**src/rtl/dvfs_pkg.sv**
```systemverilog
package dvfs_pkg;
  localparam int LVL_W = 2;
  localparam int VC_W  = 7;

  typedef enum logic [2:0] {
    S_IDLE, S_VUP, S_CA_GO, S_CA_WAIT, S_CB_GO, S_CB_WAIT, S_VDN, S_DONE
  } st_e;

  typedef enum logic [1:0] { PH_REQ, PH_SUSP, PH_RES } ph_e;

  // core supply: 1.20 V at level 0, 0.10 V lower per level (10 mV units)
  function automatic logic [VC_W-1:0] core_code(input logic [LVL_W-1:0] l);
    return VC_W'(120 - 10 * int'(l));
  endfunction

  // internal supply: 1.10 V on the two fast levels, 1.00 V below
  function automatic logic [VC_W-1:0] int_code(input logic [LVL_W-1:0] l);
    return (int'(l) < 2) ? VC_W'(110) : VC_W'(100);
  endfunction

  // full relock only when level 0 is entered (faster) or left (slower)
  function automatic logic needs_relock(input logic faster,
                                        input logic [LVL_W-1:0] from_l,
                                        input logic [LVL_W-1:0] to_l);
    return faster ? (to_l == '0) : (from_l == '0);
  endfunction
endpackage

```
**src/rtl/dvfs_volt_lut.sv**
```systemverilog
module dvfs_volt_lut
  import dvfs_pkg::*;
#(
  parameter int LW = LVL_W,
  parameter int CW = VC_W
) (
  input  logic [LW-1:0] level,
  input  logic          sel_int,
  output logic [CW-1:0] code
);
  always_comb begin
    code = sel_int ? CW'(int_code(LVL_W'(level))) : CW'(core_code(LVL_W'(level)));
  end
endmodule

```
**src/rtl/dvfs_step_plan.sv**
```systemverilog
module dvfs_step_plan
  import dvfs_pkg::*;
#(
  parameter int LW = LVL_W
) (
  input  logic [LW-1:0] from_l,
  input  logic [LW-1:0] to_l,
  output logic          same,
  output logic          faster,
  output logic          relock
);
  always_comb begin
    same   = (from_l == to_l);
    faster = (to_l < from_l);
    relock = needs_relock(faster, LVL_W'(from_l), LVL_W'(to_l));
  end
endmodule

```
**src/rtl/dvfs_lock_keeper.sv**
```systemverilog
module dvfs_lock_keeper #(
  parameter int LW = 2
) (
  input  logic          clk,
  input  logic          rst_n,
  input  logic          engage,
  input  logic          release_now,
  input  logic [LW-1:0] cur_l,
  output logic          locked,
  output logic [LW-1:0] saved_l
);
  always_ff @(posedge clk) begin
    if (!rst_n) begin
      locked  <= 1'b0;
      saved_l <= '0;
    end else if (engage) begin
      locked  <= 1'b1;
      saved_l <= cur_l;
    end else if (release_now) begin
      locked  <= 1'b0;
    end
  end
endmodule

```
**src/rtl/dvfs_order_ctrl.sv**
```systemverilog
module dvfs_order_ctrl
  import dvfs_pkg::*;
#(
  parameter int LW = LVL_W,
  parameter int CW = VC_W,
  parameter logic [LW-1:0] BOOT_LEVEL = 1
) (
  input  logic          clk,
  input  logic          rst_n,
  input  logic          req_valid,
  input  logic [LW-1:0] req_level,
  input  logic          suspend_enter,
  input  logic          resume_exit,
  input  logic [LW-1:0] lock_level,
  output logic          busy,
  output logic          xfer_done,
  output logic          xfer_err,
  output logic [LW-1:0] cur_level,
  output logic          lock_active,
  output logic          vreg_req,
  output logic          vreg_sel,
  output logic [CW-1:0] vreg_code,
  input  logic          vreg_ack,
  output logic          div_start,
  output logic [LW-1:0] div_level,
  input  logic          div_done,
  output logic          pll_start,
  output logic          pll_full,
  output logic [LW-1:0] pll_level,
  input  logic          pll_done
);
  st_e           st_q;
  ph_e           ph_q;
  logic [LW-1:0] cur_q, tgt_q, org_q, saved_q;
  logic          up_q, full_q, err_q, req_q, vidx_q, lock_q;
  logic [1:0]    vcnt_q, ccnt_q;

  // named events
  logic          idle, take_susp, take_res, take_req, start, reject;
  logic          same_w, faster_w, relock_w, vack_w, cdone_w, release_w;
  logic [LW-1:0] nxt_tgt;

  assign idle      = (st_q == S_IDLE);
  assign take_susp = idle && suspend_enter && !lock_q;
  assign take_res  = idle && !suspend_enter && resume_exit && lock_q;
  assign take_req  = idle && !suspend_enter && !resume_exit && req_valid;
  assign start     = take_susp || take_res || take_req;
  assign nxt_tgt   = take_susp ? lock_level : (take_res ? saved_q : req_level);
  assign reject    = take_req && lock_q && (req_level != lock_level);
  assign vack_w    = req_q && vreg_ack;
  assign cdone_w   = (st_q == S_CA_WAIT && (up_q ? div_done : pll_done)) ||
                     (st_q == S_CB_WAIT && (up_q ? pll_done : div_done));
  assign release_w = (st_q == S_DONE) && (ph_q == PH_RES);

  dvfs_step_plan #(.LW(LW)) u_plan (
    .from_l(cur_q), .to_l(nxt_tgt),
    .same(same_w), .faster(faster_w), .relock(relock_w)
  );

  dvfs_lock_keeper #(.LW(LW)) u_lock (
    .clk(clk), .rst_n(rst_n), .engage(take_susp), .release_now(release_w),
    .cur_l(cur_q), .locked(lock_q), .saved_l(saved_q)
  );

  dvfs_volt_lut #(.LW(LW), .CW(CW)) u_lut (
    .level(tgt_q), .sel_int(vidx_q), .code(vreg_code)
  );

  always_ff @(posedge clk) begin
    if (!rst_n) begin
      st_q   <= S_IDLE;
      ph_q   <= PH_REQ;
      cur_q  <= BOOT_LEVEL;
      tgt_q  <= BOOT_LEVEL;
      org_q  <= BOOT_LEVEL;
      up_q   <= 1'b0;
      full_q <= 1'b0;
      err_q  <= 1'b0;
      req_q  <= 1'b0;
      vidx_q <= 1'b0;
      vcnt_q <= '0;
      ccnt_q <= '0;
    end else begin
      if (vack_w) vcnt_q <= vcnt_q + 2'd1;
      if (cdone_w) ccnt_q <= ccnt_q + 2'd1;
      unique case (st_q)
        S_IDLE: if (start) begin
          tgt_q  <= nxt_tgt;
          org_q  <= cur_q;
          up_q   <= faster_w;
          full_q <= relock_w;
          err_q  <= reject;
          vidx_q <= 1'b0;
          vcnt_q <= '0;
          ccnt_q <= '0;
          ph_q   <= take_susp ? PH_SUSP : (take_res ? PH_RES : PH_REQ);
          st_q   <= (reject || same_w) ? S_DONE : (faster_w ? S_VUP : S_CA_GO);
        end
        S_VUP, S_VDN: begin
          if (vack_w) begin
            req_q  <= 1'b0;
            vidx_q <= !vidx_q;
            if (vidx_q) st_q <= (st_q == S_VUP) ? S_CA_GO : S_DONE;
          end else begin
            req_q <= 1'b1;
          end
        end
        S_CA_GO:   st_q <= S_CA_WAIT;
        S_CA_WAIT: if (cdone_w) st_q <= S_CB_GO;
        S_CB_GO:   st_q <= S_CB_WAIT;
        S_CB_WAIT: if (cdone_w) st_q <= up_q ? S_DONE : S_VDN;
        S_DONE: begin
          if (!err_q) cur_q <= tgt_q;
          st_q <= S_IDLE;
        end
        default: st_q <= S_IDLE;
      endcase
    end
  end

  assign busy        = !idle;
  assign xfer_done   = (st_q == S_DONE);
  assign xfer_err    = (st_q == S_DONE) && err_q;
  assign cur_level   = cur_q;
  assign lock_active = lock_q;
  assign vreg_req    = req_q;
  assign vreg_sel    = vidx_q;
  assign div_start   = (st_q == S_CA_GO && up_q) || (st_q == S_CB_GO && !up_q);
  assign pll_start   = (st_q == S_CA_GO && !up_q) || (st_q == S_CB_GO && up_q);
  assign div_level   = tgt_q;
  assign pll_level   = tgt_q;
  assign pll_full    = full_q;

  p_volt_before_clk_r1: assert property (@(posedge clk) disable iff (!rst_n)
    (div_start || pll_start) && up_q |-> vcnt_q == 2'd2);
  p_volt_after_clk_r2: assert property (@(posedge clk) disable iff (!rst_n)
    vreg_req && !up_q |-> ccnt_q == 2'd2);
  p_pll_second_up_r3: assert property (@(posedge clk) disable iff (!rst_n)
    pll_start && up_q |-> ccnt_q == 2'd1);
  p_div_second_down_r3: assert property (@(posedge clk) disable iff (!rst_n)
    div_start && !up_q |-> ccnt_q == 2'd1);
  p_relock_edge_r4: assert property (@(posedge clk) disable iff (!rst_n)
    pll_start && pll_full |-> (pll_level == '0 || org_q == '0));
  p_locked_reject_r7: assert property (@(posedge clk) disable iff (!rst_n)
    idle && req_valid && !suspend_enter && !resume_exit && lock_active &&
    req_level != lock_level |=> xfer_done && xfer_err);
  p_req_hold_r10: assert property (@(posedge clk) disable iff (!rst_n)
    vreg_req && !vreg_ack |=> vreg_req && $stable(vreg_code) && $stable(vreg_sel));
  p_one_action_r10: assert property (@(posedge clk) disable iff (!rst_n)
    $onehot0({vreg_req, div_start, pll_start}));
endmodule

```
**config.mk**
```make
export PLATFORM = sky130hd
export DESIGN_NAME = dvfs_order_ctrl
export DESIGN_NICKNAME = d
export VERILOG_FILES = /design/src/rtl/dvfs_pkg.sv /design/src/rtl/dvfs_volt_lut.sv /design/src/rtl/dvfs_step_plan.sv /design/src/rtl/dvfs_lock_keeper.sv /design/src/rtl/dvfs_order_ctrl.sv
export SDC_FILE = /design/constraint.sdc
export NUM_CORES = 1
export LEC_CHECK = 0
export BUFFER_PORTS_ARGS = -buffer_cell sky130_fd_sc_hd__buf_2
export CAP_MARGIN = 30
export CELL_PAD_IN_SITES_DETAIL_PLACEMENT = 0
export CELL_PAD_IN_SITES_GLOBAL_PLACEMENT = 1
export CORE_MARGIN = 1.5
export CORE_UTILIZATION = 39
export DETAILED_ROUTE_END_ITERATION = 8
export PLACE_DENSITY_LB_ADDON = 0.1
export SLEW_MARGIN = 20
export SYNTH_ARGS = -nofsm -noshare
export SYNTH_HDL_FRONTEND = slang
export SYNTH_SLANG_ARGS = --single-unit
```
**constraint.sdc**
```tcl
create_clock -name clk -period 3.97 [get_ports clk]
set_input_delay 0.794 -clock clk [delete_from_list [all_inputs] [get_ports clk]]
set_output_delay 0.794 -clock clk [all_outputs]
set_load 0.02 [all_outputs]
```
## Word-level counts from Yosys, hierarchy flattened

Index checks and enable logic that the tools add are counted.

| word-level totals | value |
|---|---|
| bits in registers | 17 |
| bits in latches | 0 |
| RAM bits | 0 |
| ROM bits | 0 |
| output and inout bits | 22 |
| logic and storage cells | 96 |
| memories kept | 0 |

| operators by class | value |
|---|---|
| add/subtract/negate cells | 1 |
| multiply operators | 1 |
| divide/modulo/power cells | 0 |
| $lt $le $gt $ge | 2 |
| equal/unequal tests | 15 |
| shift operators | 0 |
| multiplexer cells | 25 |
| bitwise operators | 1 |
| reduce and logical (&&, ||, !) cells | 40 |

Operator list:

| cell | number |
|---|---|
| two-way mux 3 bit | 7 |
| case mux 3 bit (7 select lines) | 1 |
| logical AND 1 bit | 18 |
| == test 3 bit (second input constant) | 4 |
| two-way mux 2 bit | 5 |
| two-way mux 1 bit | 9 |
| != test 2 bit (second input constant) | 4 |
| two-way mux 7 bit | 1 |
| subtractor 4 x 7 -> 7 bit (first input constant) | 1 |
| == test 3 x 2 -> 1 bit (second input constant) | 2 |
| logical NOT 1 bit | 6 |
| logical OR 1 bit | 6 |
| multiplier 3 x 2 -> 5 bit (first input constant) | 1 |
| AND reduction 5 bit | 1 |
| logical NOT 2 bit | 2 |
| two-way mux 4 bit | 1 |
| AND reduction 2 bit | 2 |
| nonzero test 2 bit | 2 |
| == test 3 x 1 -> 1 bit (second input constant) | 1 |
| logical NOT 3 bit | 1 |
| AND reduction 3 bit | 1 |
| == test 2 bit | 1 |
| == test 2 bit (second input constant) | 1 |
| less-than comparator 2 bit | 1 |
| other kinds (6) | 6 |

## Logic depth before layout (Yosys ltp)

Gate-level depths: netlist of run 1.

| depth | value |
|---|---|
| word-level depth | 11 |
| gate-level depth with buffers | 10 |
| mapped depth without buffers | 10 |

## By module

A second synthesis of run 1 with hierarchy kept.

| second synthesis, totals | value |
|---|---|
| cell total of the unflattened synthesis | 147 |
| area total of the unflattened synthesis | 1217.4 µm² |

Modules (own cells, without submodules):

| module | instances | cells each | area an instance (µm²) | seq. area each (µm²) |
|---|---|---|---|---|
| dvfs_order_ctrl | 1 | 115 | 943.4 | 280.3 |
| dvfs_lock_keeper | 1 | 9 | 106.4 | 60.1 |
| dvfs_volt_lut | 1 | 13 | 93.8 | 0.0 |
| dvfs_step_plan | 1 | 10 | 73.8 | 0.0 |

## Least setup slack after synthesis of run 1

No wires, ideal clock.

| path | value |
|---|---|
| kind | input-to-reg |
| from | input suspend_enter |
| to | register st_q[2] |
| library setup time | 0.071 ns |
| arrival | 2.338 ns |
| setup slack | 1.562 ns |
| stages on the path | 8 |
| path buffers | 0 |
| cell sequence | and3b_2 a21boi_0 o22ai_2 ha_1 and2_1 nor2_1 or4_1 a21oi_1 |

| between the ends | value |
|---|---|
| word-level cells in the longest chain between the ends | 11 |
| elaborated cells on any way between the ends | 21 |
| those cells by class | 2 x eq/ne; 5 x mux; 14 x reduce/logical |

Ends and longest elaborated chain:

| what | line | RTL |
|---|---|---|
| start, declared | dvfs_order_ctrl.sv:12 | `input logic suspend_enter,` |
| logical NOT 1 bit | dvfs_order_ctrl.sv:45, dvfs_order_ctrl.sv:46 |  |
| logical AND 1 bit | dvfs_order_ctrl.sv:45, dvfs_order_ctrl.sv:46 |  |
| logical AND 1 bit (2 in a row) | dvfs_order_ctrl.sv:45 | `assign take_res = idle && !suspend_enter && resume_exit && lock_q;` |
| two-way mux 2 bit (2 in a row) | dvfs_order_ctrl.sv:48 | `assign nxt_tgt = take_susp ? lock_level : (take_res ? saved_q : req_level);` |
| == test 2 bit | dvfs_step_plan.sv:13 | `same = (from_l == to_l);` |
| logical OR 1 bit | dvfs_order_ctrl.sv:97 | `st_q <= (reject \|\| same_w) ? S_DONE : (faster_w ? S_VUP : S_CA_GO);` |
| two-way mux 3 bit | dvfs_order_ctrl.sv:97 |  |
| two-way mux 3 bit | dvfs_order_ctrl.sv:87 | `S_IDLE: if (start) begin` |
| case mux 3 bit (7 select lines) | dvfs_order_ctrl.sv:86 | `unique case (st_q)` |
| end signal, assigned | dvfs_order_ctrl.sv:97 |  |
| end signal, assigned | dvfs_order_ctrl.sv:103 | `if (vidx_q) st_q <= (st_q == S_VUP) ? S_CA_GO : S_DONE;` |
| end signal, assigned | dvfs_order_ctrl.sv:111 | `S_CB_WAIT: if (cdone_w) st_q <= up_q ? S_DONE : S_VDN;` |
| end, declared | dvfs_order_ctrl.sv:32 | `st_e st_q;` |

Parallel ways exist; a longest one is shown, timed or not. The select of a mux whose other input is x is not followed.
A chain may end at the register's enable or synchronous reset.

## Final worst setup path of run 1

| path | value |
|---|---|
| from | register st_q[2] |
| to | register st_q[0] |

| between the ends | value |
|---|---|
| word-level cells in the longest chain between the ends | 11 |
| elaborated cells on any way between the ends | 41 |
| those cells by class | 1 x order compare; 13 x eq/ne; 9 x mux; 18 x reduce/logical |

Ends and longest elaborated chain:

| what | line | RTL |
|---|---|---|
| logical NOT 3 bit * | dvfs_order_ctrl.sv:43 | `assign idle = (st_q == S_IDLE);` |
| logical AND 1 bit (3 in a row) | dvfs_order_ctrl.sv:45 |  |
| two-way mux 2 bit | dvfs_order_ctrl.sv:48 |  |
| two-way mux 2 bit * | dvfs_order_ctrl.sv:48 |  |
| net nxt_tgt[1] | dvfs_order_ctrl.sv:41 | `logic [LW-1:0] nxt_tgt;` |
| less-than comparator 2 bit / == test 2 bit (equally long branches) | dvfs_step_plan.sv:14, dvfs_step_plan.sv:13 |  |
| two-way mux 2 bit / logical OR 1 bit (equally long branches) | dvfs_order_ctrl.sv:97 |  |
| two-way mux 3 bit * | dvfs_order_ctrl.sv:97 |  |
| two-way mux 3 bit * | dvfs_order_ctrl.sv:87 |  |
| case mux 3 bit (7 select lines) * | dvfs_order_ctrl.sv:86 |  |

Mark *: on every way through the listed nets, which the timed path passes. The rest lies on a longest branch. The select of a mux whose other input is x is not followed.

==> metrics.md, run 1 <==
| Metric | Value |
|---|---|
| Vias per std cell | 5.23 |
| Net Count, Synth | 180 |
| Post-Synthesis Cell Area | 0.00123 mm2 |
| Least setup slack across all paths after layout | 1.12 ns |
| Mean post-synth cell area | around 7.5 um2 |
| Wire length of the first global-routing pass | 4.96 mm |
| Maximum vdd drop | approximately 280 uV |
| Power density over the cells | ~690 mW/mm2 |
| Global placement routability congestion | 0.795 |
| Share of synthesized registers carrying an async set or reset | 0% |
| Run status | complete, no violations |
| Post-synth EDFFs | 0 |
| Full die area | 0.00351 mm2 |
| Switch share | 52.0% |
| Launching point of the worst reg2reg path | st_q[2] |
| Worst-Skew Late Latency | about 0.3 ns |
| DRC violation count after routing | 0 |
| Overflow left after global routing | 0 |
| Arrival time of the worst setup path | 3.03 ns |
| Count of H-tree levels built during CTS | 1 |
| GRT Resource Usage Total | 18.5% |
| Synthesized instance count | 164 |
| Final critical path time including I/O delays and setup | roughly 2.8 ns |
| Number of fill cells in the layout | around 320 |
| Static Leak | 0.000593 uW |
| Register bit total from synthesis | 17 |
| Clock tree root buffer cell | clkbuf_4 |
| Period utilisation layout | between 70% and 80% |
| Capturing element type of the critical path | flip-flop |
| Worst setup path start | st_q[2] |
| Max-cap violations | 0 |
| Switching pwr | ~510 uW |
| Cell-internal power | 469 uW |
| Number of buffers inserted by post-CTS setup repair | 0 |
| Final clock skew | roughly 0.00077 ns |
| Slew at the pin closest to its max-slew limit | 0.707 ns |
| Largest net degree at the start of global routing | 23 |
| Clk sinks | 17 |
| P&R area growth vs syn | 14.9% |
| CTS buffer count | 3 |
| Category of the worst setup path launch point | flip-flop |
| Antenna diode instance count | 0 |
| Relative contribution of the clock network to total power | 10.3% |
| Resize count post-CTS | 0 |
| Synth Warn # | 0 |
| Cells along the critical path | nor3_4 > nand3_1 > a31oi_1 > ha_1 > and2_1 > o41ai_1 > mux2i_1 |
| Dominant register cell in the synthesized netlist | dfxtp_1 |
| Unrepaired setup endpoints after global routing | false |
| Required time at the endpoint of the critical path | about 4.2 ns |
| Remaining max-slew budget at the tightest pin | 52.8% |
| Number of non-filler instances in the completed layout | 232 |
| Share of total power in combinational logic | 56.7% |
| Area used by multi-input combinational logic | ~800 um2 |
| Summed negative setup slack over all endpoints | 0 ns |
| Hold buffer count at cts | 0 |
| Number of global-route vias before repair | 1004 |
| Path type of the worst min-delay path | reg -> reg |
| Via count | 1213 |
| Initial core utilization | roughly two fifths |
| Post-layout net count | 205 |
| Detailed-routing iteration count for the pre-antenna-repair pass | 4 |
| Count of unique library cells instantiated by Yosys | 43 |
| Post-detailed-route wirelength per cell | 12.7 um |
| Overall routed net length | 2.95 mm |
| Count of nets left with antenna violations after detail routing | 0 |
| Clock transition at the registers of the reported paths | 0.11 ns |
| Number of antenna violations at the first check in global routing | 0 |
| Port buffer count | 31 |
| TritonCTS clock tree | built |
| Crit path kind | reg -> reg |
| Worst path bufs/invs | 0 |
| Number of placement rows | 20 |
| Clk buf depth | 2 |
| Cell Count Post-Placement | between 200 and 250 |
| Pins Over Slew Limit | 0 |
| Launch point of the worst hold path | ph_q[0] |
| Hold Fails Final Rpt | 0 |
| Largest fanout of any net on the critical path | 22 |
| Register share of total power | 33.0% |
| Sequential cell area in the final layout | 340 um2 |
| Final HPWL from detailed placement | 2.23 mm |
| Area inside the core boundary | approximately 0.0030 mm2 |
| Die width | 59.3 um |
| Violation count after the first detailed-route iteration | between 100 and 150 |
| Share of layout cells above drive strength 1 | 23.4% |
| Achievable Freq | 0.351 GHz |
| Cell family with most CP delay | simple AND/OR/NAND/NOR gates |
| Pre-CTS WS | between 1 and 1.5 ns |
| Slowest cell on crit path | dfxtp_1 |
| Worst path max stage delay | 0.55 ns |
| Overall die height | 59.3 um |
| Number of top-level pins | 34 |
| Portion of the post-synthesis area used by sequential elements | 27.6% |
| Finish-stage setup viols | 0 |
placed cells by master (no fill, tap or decap), types with 3 or more instances in the layout:
cell type	Yosys	routed
o21ai_0	9	9
mux2i_1	6	6
ha_1	4	4
a31oi_1	3	3
nand3_1	11	11
nor3_1	5	5
buf_2	0	31
nand2_1	12	12
clkbuf_4	0	3
a21oi_1	15	15
nor2_1	18	18
dfxtp_1	17	17
inv_1	9	9
nand2b_1	6	6
state kept, by name, indices dropped and copies added (netlist names):
name	cells
st_q	3
err_q	1
pll_full	1
vreg_sel	1
up_q	1
ph_q	2
cur_level	2
vreg_req	1
div_level	2
u_lock.saved_l	2
u_lock.locked	1
per-layer routing:
metal  GRT usage [%]  vias to the layer above  wire, um
li1                -                      625         -
met1            26.3                      558      1370
met2            28.7                       28      1440
met3            3.93                        2       129
met4            3.90                        0        13
met5               0                        -         0
kinds of logic after synthesis:
logic type / synth area share (%)
fa+ha+maj: 4.05
compound gates: 25.1
xor+xnor: 1.42
simple gates: 28.8
other cells: 0.608
mux: 4.86
buf+inv: 7.60
flops: 27.6
tightest hold or removal path, delay by kind of cell, from the launching register on:
family	cells	cell delay, ns
AND/OR/NAND/NOR	1	0.05
flip-flops	1	0.32
AO/OA/AOI/OAI	1	0.05
per-stage QoR:
step                      power, uW  hold slack [ns]  instance area (um2)  utilization [%]
after floorplan                 739            0.431                 1230                -
after global placement          873            0.448                 1390             45.9
after detailed placement        879            0.449                 1390             45.9
after CTS                       984            0.466                 1420             46.9
after global routing           1070            0.496                 1420             46.9
final                           977            0.464                 1420             46.9
worst paths after layout:
kind | endpoint | slack [ns] | cells past startpoint
min reg2reg | ph_q[0] | 0.46 | 2
min | ph_q[0] | 0.46 | 2
max | st_q[0] | 1.12 | 7
max reg2reg | st_q[0] | 1.12 | 7
cells in the mapped netlist, types with 3 or more instances:
| library cell | number | area [um2] |
|---|---|---|
| clkbuf_1 | 7 | 26.3 |
| dfxtp_1 | 17 | 340 |
| inv_1 | 9 | 33.8 |
| nand3_1 | 11 | 55.1 |
| nor2_1 | 18 | 67.6 |
| a21oi_1 | 15 | 75.1 |
| ha_1 | 4 | 50.1 |
| buf_4 | 4 | 30.0 |
| mux2i_1 | 6 | 60.1 |
| nand2_1 | 12 | 45.0 |
| nand2b_1 | 6 | 37.5 |
| o21ai_0 | 9 | 45.0 |
| nor3_1 | 5 | 25.0 |
| a31oi_1 | 3 | 18.8 |
power by group through the flow:
stage	Clock (uW)	Sequential [uW]	Combinational (uW)
final	100	322	554
after global routing	110	339	621
after CTS	106	320	557
after detailed placement	0	324	554
after global placement	0	323	550
after floorplan	0	290	449
layout make-up:
type	instances	area share (%)
multi-input cells	126	56.4
flip-flops and latches	17	24.0
repair buffers	31	10.9
well taps	44	3.88
inverters	10	2.65
clock buffers	3	1.59
clock inverters	1	0.529
No activity file was read; power rests on OpenSTA's default activity.
==> run 2, diff against run 1 <==
--- a/config.mk
+++ b/config.mk
@@ -10,7 +10,7 @@
 export CELL_PAD_IN_SITES_DETAIL_PLACEMENT = 0
 export CELL_PAD_IN_SITES_GLOBAL_PLACEMENT = 1
 export CORE_MARGIN = 1.5
-export CORE_UTILIZATION = 39
+export CORE_UTILIZATION = 37
 export DETAILED_ROUTE_END_ITERATION = 8
 export PLACE_DENSITY_LB_ADDON = 0.1
 export SLEW_MARGIN = 20
==> constraint.sdc (replaced) <==
create_clock -name clk -period 2.84 [get_ports clk]
set_input_delay 0.568 -clock clk [delete_from_list [all_inputs] [get_ports clk]]
set_output_delay 0.568 -clock clk [all_outputs]
set_load 0.02 [all_outputs]
==> metrics.md, run 2 (synthesis gave the netlist of run 1 again) <==
| Metric | Value |
|---|---|
| R2r setup slk | 0.51 ns |
| Largest register by flop count | st_q |
| CTS buffer count | 3 |
| Worst hold stages | 2 |
| DRC violation count after routing | 0 |
| Resize count post-CTS | 0 |
| Top Usage Layer GRT | met2 |
| Finish-stage setup viols | 0 |
| Clock tree root buffer cell | clkbuf_4 |
| Post-detailed-route wirelength per cell | 13.2 um |
| Number of antenna violations at the first check in global routing | 0 |
| Crit path kind | reg -> reg |
| Capturing element type of the critical path | flip-flop |
| P&R area growth vs syn | 17.7% |
| Category of the worst setup path launch point | flip-flop |
| Unrepaired setup endpoints after global routing | false |
| Overall routed net length | 3.12 mm |
| Path type of the worst min-delay path | reg -> reg |
| Largest register FFs | 3 |
| Detailed-routing iteration count for the pre-antenna-repair pass | 4 |
| Number of fill cells in the layout | 337 |
| Worst Hold Endpoint | ph_q[0] |
| Terminus of the critical flop-to-flop path | st_q[0] |
| Overflow left after global routing | 0 |
| Number of top-level pins | 34 |
| Clk sinks | 17 |
| Largest net degree at the start of global routing | 22 |
| Leading cell types in the layout, fill and taps excluded | buf_2, nor2_1, dfxtp_1, a21oi_1, nand2_1 |
| Power density over the cells | 974 mW/mm2 |
| Static Leak | 0.000622 uW |
| Period utilisation layout | 81.9% |
| Post-layout util | between 40% and 50% |
| Antenna diode instance count | 0 |
| GR Layer Usage met2 | 29.3% |
| Most common library cell in the layout ignoring fill and taps | buf_2 |
| Clk buf depth | 2 |
| Final HPWL from detailed placement | between 2 and 2.5 mm |
| Required time at the endpoint of the critical path | 3.02 ns |
| Launching point of the worst reg2reg path | st_q[1] |
| Hold buffer count at cts | 0 |
| Full die area | 0.00369 mm2 |
| Final clock skew | 0.00106 ns |
| Port buffer count | 31 |
| Area inside the core boundary | between 0.003 and 0.004 mm2 |
| Post-layout net count | 210 |
| Clock transition at the registers of the reported paths | approximately 0.11 ns |
| Count of H-tree levels built during CTS | 1 |
| Die width | 60.8 um |
| Hold Fails Final Rpt | 0 |
| Pins Over Slew Limit | 0 |
| Number of buffers inserted by post-CTS setup repair | 0 |
| Initial core utilization | a little under 40% |
| Number of placement rows | 20 |
| Largest fanout of any net on the critical path | 5 |
| Worst-Skew Late Latency | 0.29 ns |
| Final critical path time including I/O delays and setup | approximately 2.3 ns |
| Global placement routability congestion | roughly 0.75 |
| GRT Resource Usage Total | 18.6% |
| Register-to-Register Path Depth | 8 |
| Launch point of the worst hold path | ph_q[0] |
| Overall die height | 60.8 um |
| Met3 capacity usage during global routing | 3.62% |
| Max-cap violations | 0 |
| Met1 capacity usage during global routing | between 20% and 30% |
| Wire length of the first global-routing pass | between 5 and 6 mm |
| Share of layout cells above drive strength 1 | 25.4% |
| Number of global-route vias before repair | 1124 |
| Maximum vdd drop | 397 uV |
| Achievable Freq | ~0.43 GHz |
| TritonCTS clock tree | built |
| Arrival time of the worst setup path | between 2 and 3 ns |
| Vias per std cell | 5.27 |
| Run status | complete, no violations |
| Summed negative setup slack over all endpoints | 0 ns |
| Count of nets left with antenna violations after detail routing | 0 |
| Via count | 1249 |
| Violation count after the first detailed-route iteration | between 70 and 80 |
==> run 2: changes by cell type in the layout (fill, tap and decap cells not counted) <==
cell / previous run / this run
clkinv_2: 0 / 1
clkinvlp_4: 1 / 0
buf_4: 0 / 5
==> run 2: layout make-up <==
class / instances / area (um2) / area share (%)
Inverter: 10 / 37.5 / 2.58
Tap cell: 44 / 55.1 / 3.79
Clock inverter: 1 / 5.00 / 0.344
Sequential cell: 17 / 340 / 23.4
Multi-Input combinational cell: 126 / 801 / 55.1
Timing Repair Buffer: 36 / 193 / 13.3
Clock buffer: 3 / 22.5 / 1.55
==> run 2: worst max path at each step <==
stage / start / to
final: st_q[1] / st_q[0]
after global routing: st_q[1] / st_q[2]
after floorplan: st_q[1] / st_q[2]
after CTS: st_q[1] / st_q[0]
after detailed placement: suspend_enter / st_q[0]
after global placement: suspend_enter / st_q[0]
==> run 2: power breakdown <==
part	leakage [uW]	total (uW)	switching [uW]	internal, uW
Combinational	0.000465	899	553	345
Clock	0.0000177	135	82.8	52.4
Sequential	0.000139	383	82.6	300
==> run 2: worst max-delay path, cell delays in order (launching register included) <==
cell     delay, ns
dfxtp_1       0.35
nor3_4        0.32
buf_4         0.20
nand3_1       0.07
a31oi_1       0.30
ha_1          0.32
and2_1        0.18
o41ai_1       0.34
mux2i_1       0.12
==> run 2: layer usage <==
layer / routed length, um / vias up
li1: - / 639
met1: 1550 / 577
met2: 1400 / 31
met3: 154 / 2
met4: 19 / 0
met5: 0 / -
==> run 2: through the flow <==
stage | hold WS, ns | power [uW] | setup slack, ns | instance area (um2) | std cells
final | 0.459 | 1420 | 0.514 | 1450 | 237
after global routing | 0.485 | 1540 | 0.355 | 1450 | 237
after CTS | 0.461 | 1420 | 0.525 | 1450 | 237
after detailed placement | 0.446 | 1280 | 0.302 | 1430 | 233
after global placement | 0.442 | 1270 | 0.313 | 1430 | 233
after floorplan | 0.431 | 1030 | 0.536 | 1230 | 164
